**config.mk**
```make
export PLATFORM = sky130hd
export DESIGN_NAME = batmon_sched
export DESIGN_NICKNAME = d
export VERILOG_FILES = /design/src/rtl/batmon_pkg.sv /design/src/rtl/batmon_cycle_timer.sv /design/src/rtl/batmon_charge_acc.sv /design/src/rtl/batmon_sched.sv
export SDC_FILE = /design/constraint.sdc
export NUM_CORES = 1
export LEC_CHECK = 0
export BUFFER_PORTS_ARGS = -buffer_cell sky130_fd_sc_hd__buf_2
export CAP_MARGIN = 25
export CORE_AREA = 2 2 151 109
export CTS_BUF_LIST = sky130_fd_sc_hd__clkbuf_4 sky130_fd_sc_hd__clkbuf_8 sky130_fd_sc_hd__clkbuf_16
export CTS_CLUSTER_DIAMETER = 50
export DETAILED_ROUTE_END_ITERATION = 10
export DIE_AREA = 0 0 153 111
export GPL_TIMING_DRIVEN = 0
export PLACE_DENSITY = 0.74
export SLEW_MARGIN = 25
export SYNTH_ARGS = -nofsm -noshare
export SYNTH_HDL_FRONTEND = slang
export SYNTH_HIERARCHICAL = 1
export SYNTH_SLANG_ARGS = --single-unit
```
**constraint.sdc**
```tcl
create_clock -name clk -period 2.8 [get_ports clk]
set_input_delay 0.56 -clock clk [delete_from_list [all_inputs] [get_ports clk]]
set_output_delay 0.56 -clock clk [all_outputs]
set_load 0.02 [all_outputs]
```
**src/rtl/batmon_pkg.sv**
```systemverilog
package batmon_pkg;
    typedef enum logic [1:0] {
        KIND_CUR  = 2'd0,
        KIND_VOLT = 2'd1,
        KIND_TEMP = 2'd2
    } conv_kind_e;
endpackage

```
**src/rtl/batmon_cycle_timer.sv**
```systemverilog
module batmon_cycle_timer #(
    parameter int CYCLE_CLKS = 131072,
    parameter int TEMP_EVERY = 4
) (
    input  logic clk,
    input  logic rst_n,
    input  logic run_i,
    output logic boundary_o,
    output logic temp_slot_o
);
    localparam int TW = (CYCLE_CLKS > 2) ? $clog2(CYCLE_CLKS) : 1;
    localparam int IW = (TEMP_EVERY > 2) ? $clog2(TEMP_EVERY) : 1;
    localparam logic [TW-1:0] LAST_T = TW'(CYCLE_CLKS - 1);
    localparam logic [IW-1:0] LAST_I = IW'(TEMP_EVERY - 1);

    typedef struct packed {
        logic [TW-1:0] tick;
        logic [IW-1:0] idx;
    } tmr_t;

    tmr_t tmr_d, tmr_q;

    assign boundary_o  = run_i && (tmr_q.tick == '0);
    assign temp_slot_o = (tmr_q.idx == '0);

    always_comb begin
        tmr_d = tmr_q;
        if (run_i) begin
            tmr_d.tick = (tmr_q.tick == LAST_T) ? '0 : tmr_q.tick + 1'b1;
        end
        if (boundary_o) begin
            tmr_d.idx = (tmr_q.idx == LAST_I) ? '0 : tmr_q.idx + 1'b1;
        end
    end

    always_ff @(posedge clk or negedge rst_n) begin
        if (!rst_n) tmr_q <= '0;
        else        tmr_q <= tmr_d;
    end


    cycle_pulse_chk: assert property (@(posedge clk) disable iff (!rst_n)
        boundary_o |=> !boundary_o);

    timer_hold_chk: assert property (@(posedge clk) disable iff (!rst_n)
        !run_i |=> $stable(tmr_q));
endmodule

```
**src/rtl/batmon_charge_acc.sv**
```systemverilog
module batmon_charge_acc #(
    parameter int RES_W = 14,
    parameter int ACC_W = 32,
    parameter int CNT_W = 16
) (
    input  logic             clk,
    input  logic             rst_n,
    input  logic             en_i,
    input  logic [RES_W-1:0] sample_i,
    input  logic             clr_i,
    output logic [ACC_W-1:0] acc_o,
    output logic [CNT_W-1:0] cnt_o
);
    localparam int SW = ACC_W + 1;
    localparam logic [ACC_W-1:0] POS_LIM = {1'b0, {(ACC_W-1){1'b1}}};
    localparam logic [ACC_W-1:0] NEG_LIM = {1'b1, {(ACC_W-1){1'b0}}};

    typedef struct packed {
        logic [ACC_W-1:0] acc;
        logic [CNT_W-1:0] cnt;
    } acc_t;

    acc_t st_d, st_q;
    logic [SW-1:0] ext, sum;

    always_comb begin
        ext  = {{(SW-RES_W){sample_i[RES_W-1]}}, sample_i};
        sum  = {st_q.acc[ACC_W-1], st_q.acc} + ext;
        st_d = st_q;
        if (en_i) begin
            if (sum[SW-1] != sum[SW-2]) st_d.acc = sum[SW-1] ? NEG_LIM : POS_LIM;
            else                        st_d.acc = sum[ACC_W-1:0];
            st_d.cnt = st_q.cnt + 1'b1;
        end
        if (clr_i) st_d.cnt = '0;
    end

    always_ff @(posedge clk or negedge rst_n) begin
        if (!rst_n) st_q <= '0;
        else        st_q <= st_d;
    end

    assign acc_o = st_q.acc;
    assign cnt_o = st_q.cnt;


    idle_hold_chk: assert property (@(posedge clk) disable iff (!rst_n)
        (!en_i && !clr_i) |=> ($stable(acc_o) && $stable(cnt_o)));

    clr_wins_chk: assert property (@(posedge clk) disable iff (!rst_n)
        clr_i |=> (cnt_o == '0));

    no_pos_wrap_chk: assert property (@(posedge clk) disable iff (!rst_n)
        (en_i && !sample_i[RES_W-1] && !acc_o[ACC_W-1]) |=> !acc_o[ACC_W-1]);

    no_neg_wrap_chk: assert property (@(posedge clk) disable iff (!rst_n)
        (en_i && sample_i[RES_W-1] && acc_o[ACC_W-1]) |=> acc_o[ACC_W-1]);
endmodule

```
**src/rtl/batmon_sched.sv**
```systemverilog
module batmon_sched
    import batmon_pkg::*;
#(
    parameter int CYCLE_CLKS = 131072,
    parameter int TEMP_EVERY = 4,
    parameter int RES_W      = 14,
    parameter int ACC_W      = 32,
    parameter int CNT_W      = 16
) (
    input  logic             clk,
    input  logic             rst_n,
    input  logic             run_i,
    input  logic             mode_vonly_req_i,
    input  logic             clr_cnt_i,
    output logic             conv_start_o,
    output logic [1:0]       conv_kind_o,
    input  logic             conv_done_i,
    input  logic [RES_W-1:0] conv_result_i,
    output logic             mode_vonly_o,
    output logic [RES_W-1:0] volt_o,
    output logic [RES_W-1:0] temp_o,
    output logic [RES_W-1:0] cur_o,
    output logic [ACC_W-1:0] charge_o,
    output logic [CNT_W-1:0] conv_count_o
);
    typedef struct packed {
        logic             busy;
        logic             drop;
        conv_kind_e       kind;
        logic             start;
        logic             pend_v;
        logic             pend_t;
        logic             mode_vonly;
        logic             have_cur;
        logic [RES_W-1:0] last_cur;
        logic [RES_W-1:0] cur;
        logic [RES_W-1:0] volt;
        logic [RES_W-1:0] temp;
    } seq_t;

    localparam seq_t SEQ_RST = '{mode_vonly: 1'b1, kind: KIND_CUR, default: '0};

    seq_t sq_d, sq_q;
    logic boundary, temp_slot, acc_en;

    batmon_cycle_timer #(.CYCLE_CLKS(CYCLE_CLKS), .TEMP_EVERY(TEMP_EVERY)) tmr_i (
        .clk(clk), .rst_n(rst_n), .run_i(run_i),
        .boundary_o(boundary), .temp_slot_o(temp_slot)
    );

    always_comb begin
        sq_d       = sq_q;
        sq_d.start = 1'b0;
        acc_en     = 1'b0;
        if (sq_q.busy && conv_done_i) begin
            sq_d.busy = 1'b0;
            sq_d.drop = 1'b0;
            if (!sq_q.drop && run_i) begin
                unique case (sq_q.kind)
                    KIND_CUR: begin
                        acc_en        = 1'b1;
                        sq_d.last_cur = conv_result_i;
                        sq_d.have_cur = 1'b1;
                    end
                    KIND_VOLT: sq_d.volt = conv_result_i;
                    default:   sq_d.temp = conv_result_i;
                endcase
            end
        end else if (sq_q.busy && !run_i) begin
            sq_d.drop = 1'b1;
        end
        if (boundary) begin
            sq_d.pend_v     = 1'b1;
            sq_d.pend_t     = sq_q.pend_t | temp_slot;
            sq_d.mode_vonly = mode_vonly_req_i;
            if (sq_q.busy && !conv_done_i && sq_q.kind == KIND_CUR &&
                mode_vonly_req_i != sq_q.mode_vonly) begin
                sq_d.drop = 1'b1;
            end
        end else if (run_i && !sq_q.busy) begin
            if (sq_q.pend_v) begin
                sq_d.start  = 1'b1;
                sq_d.busy   = 1'b1;
                sq_d.kind   = KIND_VOLT;
                sq_d.pend_v = 1'b0;
                if (sq_q.have_cur) begin
                    sq_d.cur      = sq_q.last_cur;
                    sq_d.have_cur = 1'b0;
                end
            end else if (sq_q.pend_t) begin
                sq_d.start  = 1'b1;
                sq_d.busy   = 1'b1;
                sq_d.kind   = KIND_TEMP;
                sq_d.pend_t = 1'b0;
            end else if (!sq_q.mode_vonly) begin
                sq_d.start = 1'b1;
                sq_d.busy  = 1'b1;
                sq_d.kind  = KIND_CUR;
            end
        end
    end

    always_ff @(posedge clk or negedge rst_n) begin
        if (!rst_n) sq_q <= SEQ_RST;
        else        sq_q <= sq_d;
    end

    batmon_charge_acc #(.RES_W(RES_W), .ACC_W(ACC_W), .CNT_W(CNT_W)) acc_i (
        .clk(clk), .rst_n(rst_n), .en_i(acc_en), .sample_i(conv_result_i),
        .clr_i(clr_cnt_i), .acc_o(charge_o), .cnt_o(conv_count_o)
    );

    assign conv_start_o = sq_q.start;
    assign conv_kind_o  = sq_q.kind;
    assign mode_vonly_o = sq_q.mode_vonly;
    assign volt_o       = sq_q.volt;
    assign temp_o       = sq_q.temp;
    assign cur_o        = sq_q.cur;


    start_pulse_chk: assert property (@(posedge clk) disable iff (!rst_n)
        conv_start_o |=> !conv_start_o);

    halt_no_start_chk: assert property (@(posedge clk) disable iff (!rst_n)
        !run_i |=> !conv_start_o);

    mode_at_edge_chk: assert property (@(posedge clk) disable iff (!rst_n)
        !boundary |=> $stable(mode_vonly_o));

    vonly_no_cur_chk: assert property (@(posedge clk) disable iff (!rst_n)
        (conv_start_o && mode_vonly_o) |-> (conv_kind_o != KIND_CUR));

    cur_at_volt_chk: assert property (@(posedge clk) disable iff (!rst_n)
        !(conv_start_o && conv_kind_o == KIND_VOLT) |=>
            (!(conv_start_o && conv_kind_o == KIND_VOLT) -> $stable(cur_o)));
endmodule

```
# [Word level (Yosys, flattened, before mapping)]
# Cells that the tools add are included.
[totals] register_bits=132 output_inout_bits=94 inputBits=20 wordCells=87
[classes] n_bitwise=3 n_reduce_logical=24 add_sub_neg=4 n_eq_ne=7 mux=33
[op_table] operator="$mux W32" n=2
[op_table] operator="$mux W15" n=3
[op_table] operator="$add A32 B14 Y33" n=1
[op_table] operator="$mux W16" n=2
[op_table] operator="$mux W1" n=19
[op_table] operator="$add A17 B1 Y17 const B" n=1
[op_table] operator="$eq A17 B17 Y1 const B" n=1
[op_table] operator="$logic_not A17 Y1" n=1
[op_table] operator="$mux W17" n=1
[op_table] operator="$add A16 B1 Y16 const B" n=1
[op_table] operator="$mux W3" n=4
[op_table] operator="$reduce_and A3 Y1" n=4
[op_table] operator="$logic_and A1 B1 Y1" n=8
[op_table] operator="$logic_not A1 Y1" n=4
[op_table] operator="$logic_not A2 Y1" n=2
[op_table] operator="$mux W2" n=2
[op_table] operator="$reduce_and A4 Y1" n=1
[op_table] operator="$reduce_bool A2 Y1" n=2
[op_table] operator="$ne A3 B1 Y1 const B" n=1
[op_table] operator="$add A2 B1 Y2 const B" n=1
[op_table] operator="$eq A2 B1 Y1 const B" n=1
[op_table] operator="$eq A2 B2 Y1 const B" n=1
[op_table] operator="$ne A1 B1 Y1" n=2
[op_table] operator="$ne A2 B1 Y1 const B" n=1
[op_table] operator="4 further kinds" n=5

# [Depth between registers and ports, before layout]
[depth] ltp_word=8 depth_mapped=13 ltp_nobuf=12

# [By module]
# The synthesis kept the hierarchy.
[by_module_without_submodules] module="batmon_charge_acc" cells_each=467 seq_area_each_um2=1201.2 area_each_um2=3983.8 n_inst=1
[by_module_without_submodules] module="batmon_sched" cells_each=203 seq_area_each_um2=1627.8 area_each_um2=2842.7 n_inst=1
[by_module_without_submodules] module="batmon_cycle_timer" cells_each=112 seq_area_each_um2=475.5 area_each_um2=1056.0 n_inst=1

# [Worst setup path after synthesis]
# No wires, ideal clock.
[synth_timing] kind="input -> register" from="input port conv_result_i[0]" to="register acc_i.st_q, in the netlist acc_i/acc_o[17]" slack_ps=-70 stages=12 t_arrival_ps=2733 t_required_ps=2663 n_path_buf=1 setup_time_ps=137 path_cell_list="ha_1 -> inv_1 -> fa_1 -> nor2b_1 -> o2111ai_1 -> a211oi_1 -> or3_4 -> a21oi_4 -> o31a_2 -> buf_4 -> a21oi_1 -> a21oi_1"
[synth_between] elab_chain_cells=3 word_cells_on_any_way=4 cone_classes="1 x add/sub; 1 x eq/ne; 2 x mux"
[synth_lines] element="start, declared" line_no="batmon_sched.sv:18" text="input logic [RES_W-1:0] conv_result_i,"
[synth_lines] element="$add A32 B14 Y33 (*)" line_no="batmon_charge_acc.sv:28" text="sum = {st_q.acc[ACC_W-1], st_q.acc} + ext;"
[synth_lines] element="$mux W32 or $ne A1 B1 Y1 (tied branches)" line_no="batmon_charge_acc.sv:31" text="if (sum[SW-1] != sum[SW-2]) st_d.acc = sum[SW-1] ? NEG_LIM : POS_LIM;"
[synth_lines] element="$mux W32 (*)" line_no="batmon_charge_acc.sv:31"
[synth_lines] element="end signal, assigned" line_no="batmon_charge_acc.sv:40" text="else st_q <= st_d;"
[synth_lines] element="end, declared" line_no="batmon_charge_acc.sv:23" text="acc_t st_d, st_q;"
# Every way passes the cells marked *; elsewhere a longest branch is shown, timed or not.
# A chain may end at the register's enable or synchronous reset.

# [Worst setup path after layout]
[layout_timing] from="register acc_i.st_q, in the netlist acc_i/acc_o[0]" to="register acc_i.st_q, in the netlist acc_i/acc_o[7]"
[layout_between] elab_chain_cells=3 word_cells_on_any_way=4 cone_classes="1 x add/sub; 1 x eq/ne; 2 x mux"
[layout_lines] element="$add A32 B14 Y33 (*)" line_no="batmon_charge_acc.sv:28"
[layout_lines] element="$mux W32 or $ne A1 B1 Y1 (tied branches)" line_no="batmon_charge_acc.sv:31"
[layout_lines] element="$mux W32 (*)" line_no="batmon_charge_acc.sv:31"
# Marks and branches as above.

==> flow_metrics.py <==
metrics = {
    "run": {
        "max-cap-violations": 0,
    },
    "critical_path": {
        "crit_type": "register to register",
        "worstPathArrival_ns": 3.18,
        "critPathCaptureType": "register",
        "worst_ep_required_time_ns": 3.08,
        "worstReg2RegStart": "acc_i/acc_o[0]$_DFFE_PN0P_",
        "setup.worst_path.start_class": "register",
        "crit_start": "acc_i/acc_o[0]$_DFFE_PN0P_",
        "crit_fanout": 8,
    },
    "final_layout": {
        "fin_area_sq_um": 10050,
        "fin_util_pct": 63.78,
        "insertedDiodeCount": 0,
        "final_cells": 1147,
        "layout-drive-gt1-share_pct": 41.19,
        "nets": 989,
        "area_delta_synth_final_pct": 27.52,
    },
    "pwr": {
        "clkPwrFrac_pct": 20.3,
        "internal-power_mw": 6.464,
        "p_leak_nw": 4.803,
        "vdd_drop_max_mv": 0.6448,
        "power_per_cell_area_nw_per_um2": 1107,
        "fin_total_pwr_mw": 11.13,
        "switching_share_pct": 41.92,
        "power_frac_comb_pct": 55.4,
        "seqPwrFrac_pct": 24.2,
        "p_sw_mw": 4.665,
    },
    "sta": {
        "setup_viol": 27,
        "setup_slack_ns": -0.09733,
        "hold_violations": 0,
        "setup_tns_ns": -1.811,
        "skew_ns": 0.01064,
        "slew_headroom_pct": 45.28,
        "worst_pin_slew_ns": 0.8208,
        "fmax_mhz": 345.1,
        "rsz0062_at_grt": "true",
        "report.final.slew_viol_count": 0,
        "fin_crit_sh_pct": 103.5,
        "period_minus_slack_ns": 2.897,
    },
    "synth": {
        "avgSynthCellArea_sq_um": 10.08,
        "synth-async-reset-ratio_pct": 100.0,
        "ys_warn_count": 6,
        "synth_top_area_share_pct": 41.59,
        "yosys.area.top_type": "dfrtp_1",
        "synth-main-ff-cell": "dfrtp_1",
        "synthCells": 782,
        "synth-edff-count": 0,
        "ys_seq_elements": 132,
        "syn_area_sq_um": 7883,
        "ys_seq_area_share_pct": 41.92,
        "synth_commonest_cells": "dfrtp_1 (131), nor2_1 (66), a21oi_1 (64)",
        "synth.most_common_cell": "dfrtp_1",
        "synth.distinct_cells": 75,
        "syn_nets": 842,
        "synth_area_leaders": "dfrtp_1 (42%), mux2_2 (8.6%), ha_1 (6.2%)",
    },
    "route": {
        "drc_errors": 0,
        "num_vias": 6422,
        "top_layer_used": "met4",
        "first_iter_violations": 464,
        "wl_met3_um": 1581,
        "firstDrtPassIters": 5,
        "drt_wl_total_um": 20180,
        "antenna_left": 0,
        "wl_met1_um": 9781,
        "met2_length_um": 8615,
        "drt-vias-per-instance": 5.599,
        "wl_per_cell_um": 17.59,
    },
    "place": {
        "dp_hpwl_um": 13760,
        "dpl_cell_area_sq_um": 8820,
        "dpl.cell_count": 1100,
        "routabilityCongestion": 0.9243,
        "io_buffer_count": 112,
    },
    "global_routing": {
        "grt_pass1_wl_um": 32130,
        "grt_antenna_before_repair": 0,
        "grt_util_all_layers_pct": 23.62,
        "first_global_vias": 6120,
        "grt_max_degree": 91,
        "overflow": 0,
    },
    "floorplan": {
        "dieHeight_um": 111,
        "fp.dieW_um": 153,
        "die_area_sq_um": 16980,
        "rows": 39,
        "pin_count": 114,
        "initial_core_util_pct": 50.01,
        "core-area_sq_um": 15760,
    },
    "cts": {
        "cts_hold_buf": 0,
        "cts_tree": "yes",
        "path_clk_slew_ns": 0.06,
        "cts_sinks": 132,
        "cts_inserted_buffers": 17,
        "cts_root_buffer": "clkbuf_16",
        "htree_levels": 4,
        "clock_path_buffers": 2,
        "clk_latency_ns": 0.43,
    },
    "status": {
        "outcome": "finished with violations",
        "violations": "negative setup slack",
    },
    "hold_path": {
        "min_path_type": "input pin to async pin",
    },
}
## final timing paths
path | endpoint | slack, ns | depth (start not counted)
worst min-delay path | sq_q[55]$_DFFE_PN0P_ | 0.03 | 1
max in group asynchronous | mode_vonly_o$_DFFE_PN1P_ | 2.02 | 2
worst max register to register | acc_i/acc_o[7]$_DFFE_PN0P_ | -0.1 | 13
min in group clk | sq_q[64]$_DFF_PN0_ | 0.36 | 2
worst max-delay path | acc_i/acc_o[7]$_DFFE_PN0P_ | -0.1 | 13
worst min register to register | temp_o[8]$_DFFE_PN0P_ | 0.51 | 1
## power groups by stage
| stage | clock network, mW | logic [mW] | registers, mW |
|---|---|---|---|
| 4_1_cts | 2.31 | 5.10 | 2.68 |
| 3_5_place_dp | 0 | 4.76 | 2.70 |
| 5_1_grt | 2.39 | 6.62 | 2.75 |
| 6_report | 2.26 | 6.17 | 2.70 |
| 2_1_floorplan | 0 | 3.41 | 2.91 |
| 3_3_place_gp | 0 | 4.69 | 2.68 |
## cell usage in the layout (no fill, tap or decap), types with 4 or more instances in the layout
cell / count
buf_2: 112
a21oi_2: 25
o21a_1: 4
a21oi_1: 51
o21ai_0: 28
clkbuf_1: 10
a31oi_1: 6
xor2_1: 22
and3_1: 8
nor4_1: 4
a211oi_2: 4
nor2_1: 63
clkinvlp_4: 6
ha_4: 12
mux2_2: 60
or3_1: 12
buf_4: 68
clkbuf_16: 20
inv_1: 20
nand3_1: 16
a21oi_4: 7
buf_6: 5
nand2_1: 41
nor3_1: 9
o211ai_1: 4
ha_1: 26
o31ai_2: 4
a21o_1: 20
dfrtp_1: 130
xnor2_1: 28
nand4_1: 15
## state kept, by name, indices dropped and copies added (netlist names)
| name | flops |
|---|---|
| cur_o | 14 |
| conv_start_o | 1 |
| acc_i/acc_o | 32 |
| sq_q | 19 |
| mode_vonly_o | 1 |
| conv_kind_o | 2 |
| temp_o | 14 |
| acc_i/cnt_o | 16 |
| volt_o | 14 |
| tmr_i/tmr_q | 19 |
## cell type report
class	instances	area, sq um
buffer	67	504.2
fill	1275	5709
sequential	132	3306
clock buffer	19	452.9
multi-input combinational	549	4437
clock inverter	13	150.1
tap	205	256.5
inverter	23	90.09
timing repair buffer	139	855.8
## logic make-up after synthesis
group | count (synthesis) | synth area share, %
simple gates | 205 | 13.16
compound gates | 192 | 16.41
flops | 132 | 41.92
buf+inv | 101 | 7.682
mux | 62 | 8.825
xor+xnor | 50 | 5.556
fa+ha+maj | 40 | 6.444
## worst max-delay path, stage by stage, from the launching register on
cell,delay (ns)
dfrtp_1,0.41
ha_4,0.17
inv_2,0.04
fa_2,0.24
nor2b_4,0.07
o2111ai_4,0.25
a211oi_4,0.10
or3_4,0.45
a21oi_4,0.27
nor2_4,0.06
a22o_4,0.33
clkbuf_16,0.20
a21oi_2,0.10
a21oi_1,0.06
## routing by layer
layer | GRT usage (%) | vias to the layer above
met5 | 0 | -
met4 | 5.926 | 0
met3 | 6.529 | 21
met2 | 33.54 | 248
met1 | 35.66 | 3102
li1 | - | 3051
## timing repair
action / CTS / global route
pin swaps: 11 / 41
gates resized for setup: 27 / 55
setup buffers: 9 / 15
cloned: 0 / 3
endpoints found under the setup margin: 32 / 55
## through the flow
stage          hold slack (ns)  setup WS (ns)
2_1_floorplan           0.2644       0.005759
3_3_place_gp            0.4734        -0.7451
3_5_place_dp            0.4789        -0.7934
4_1_cts                0.02727       0.001213
5_1_grt                0.04684        -0.1648
6_report               0.02911       -0.09733
Power figures use the tool's default switching activity.
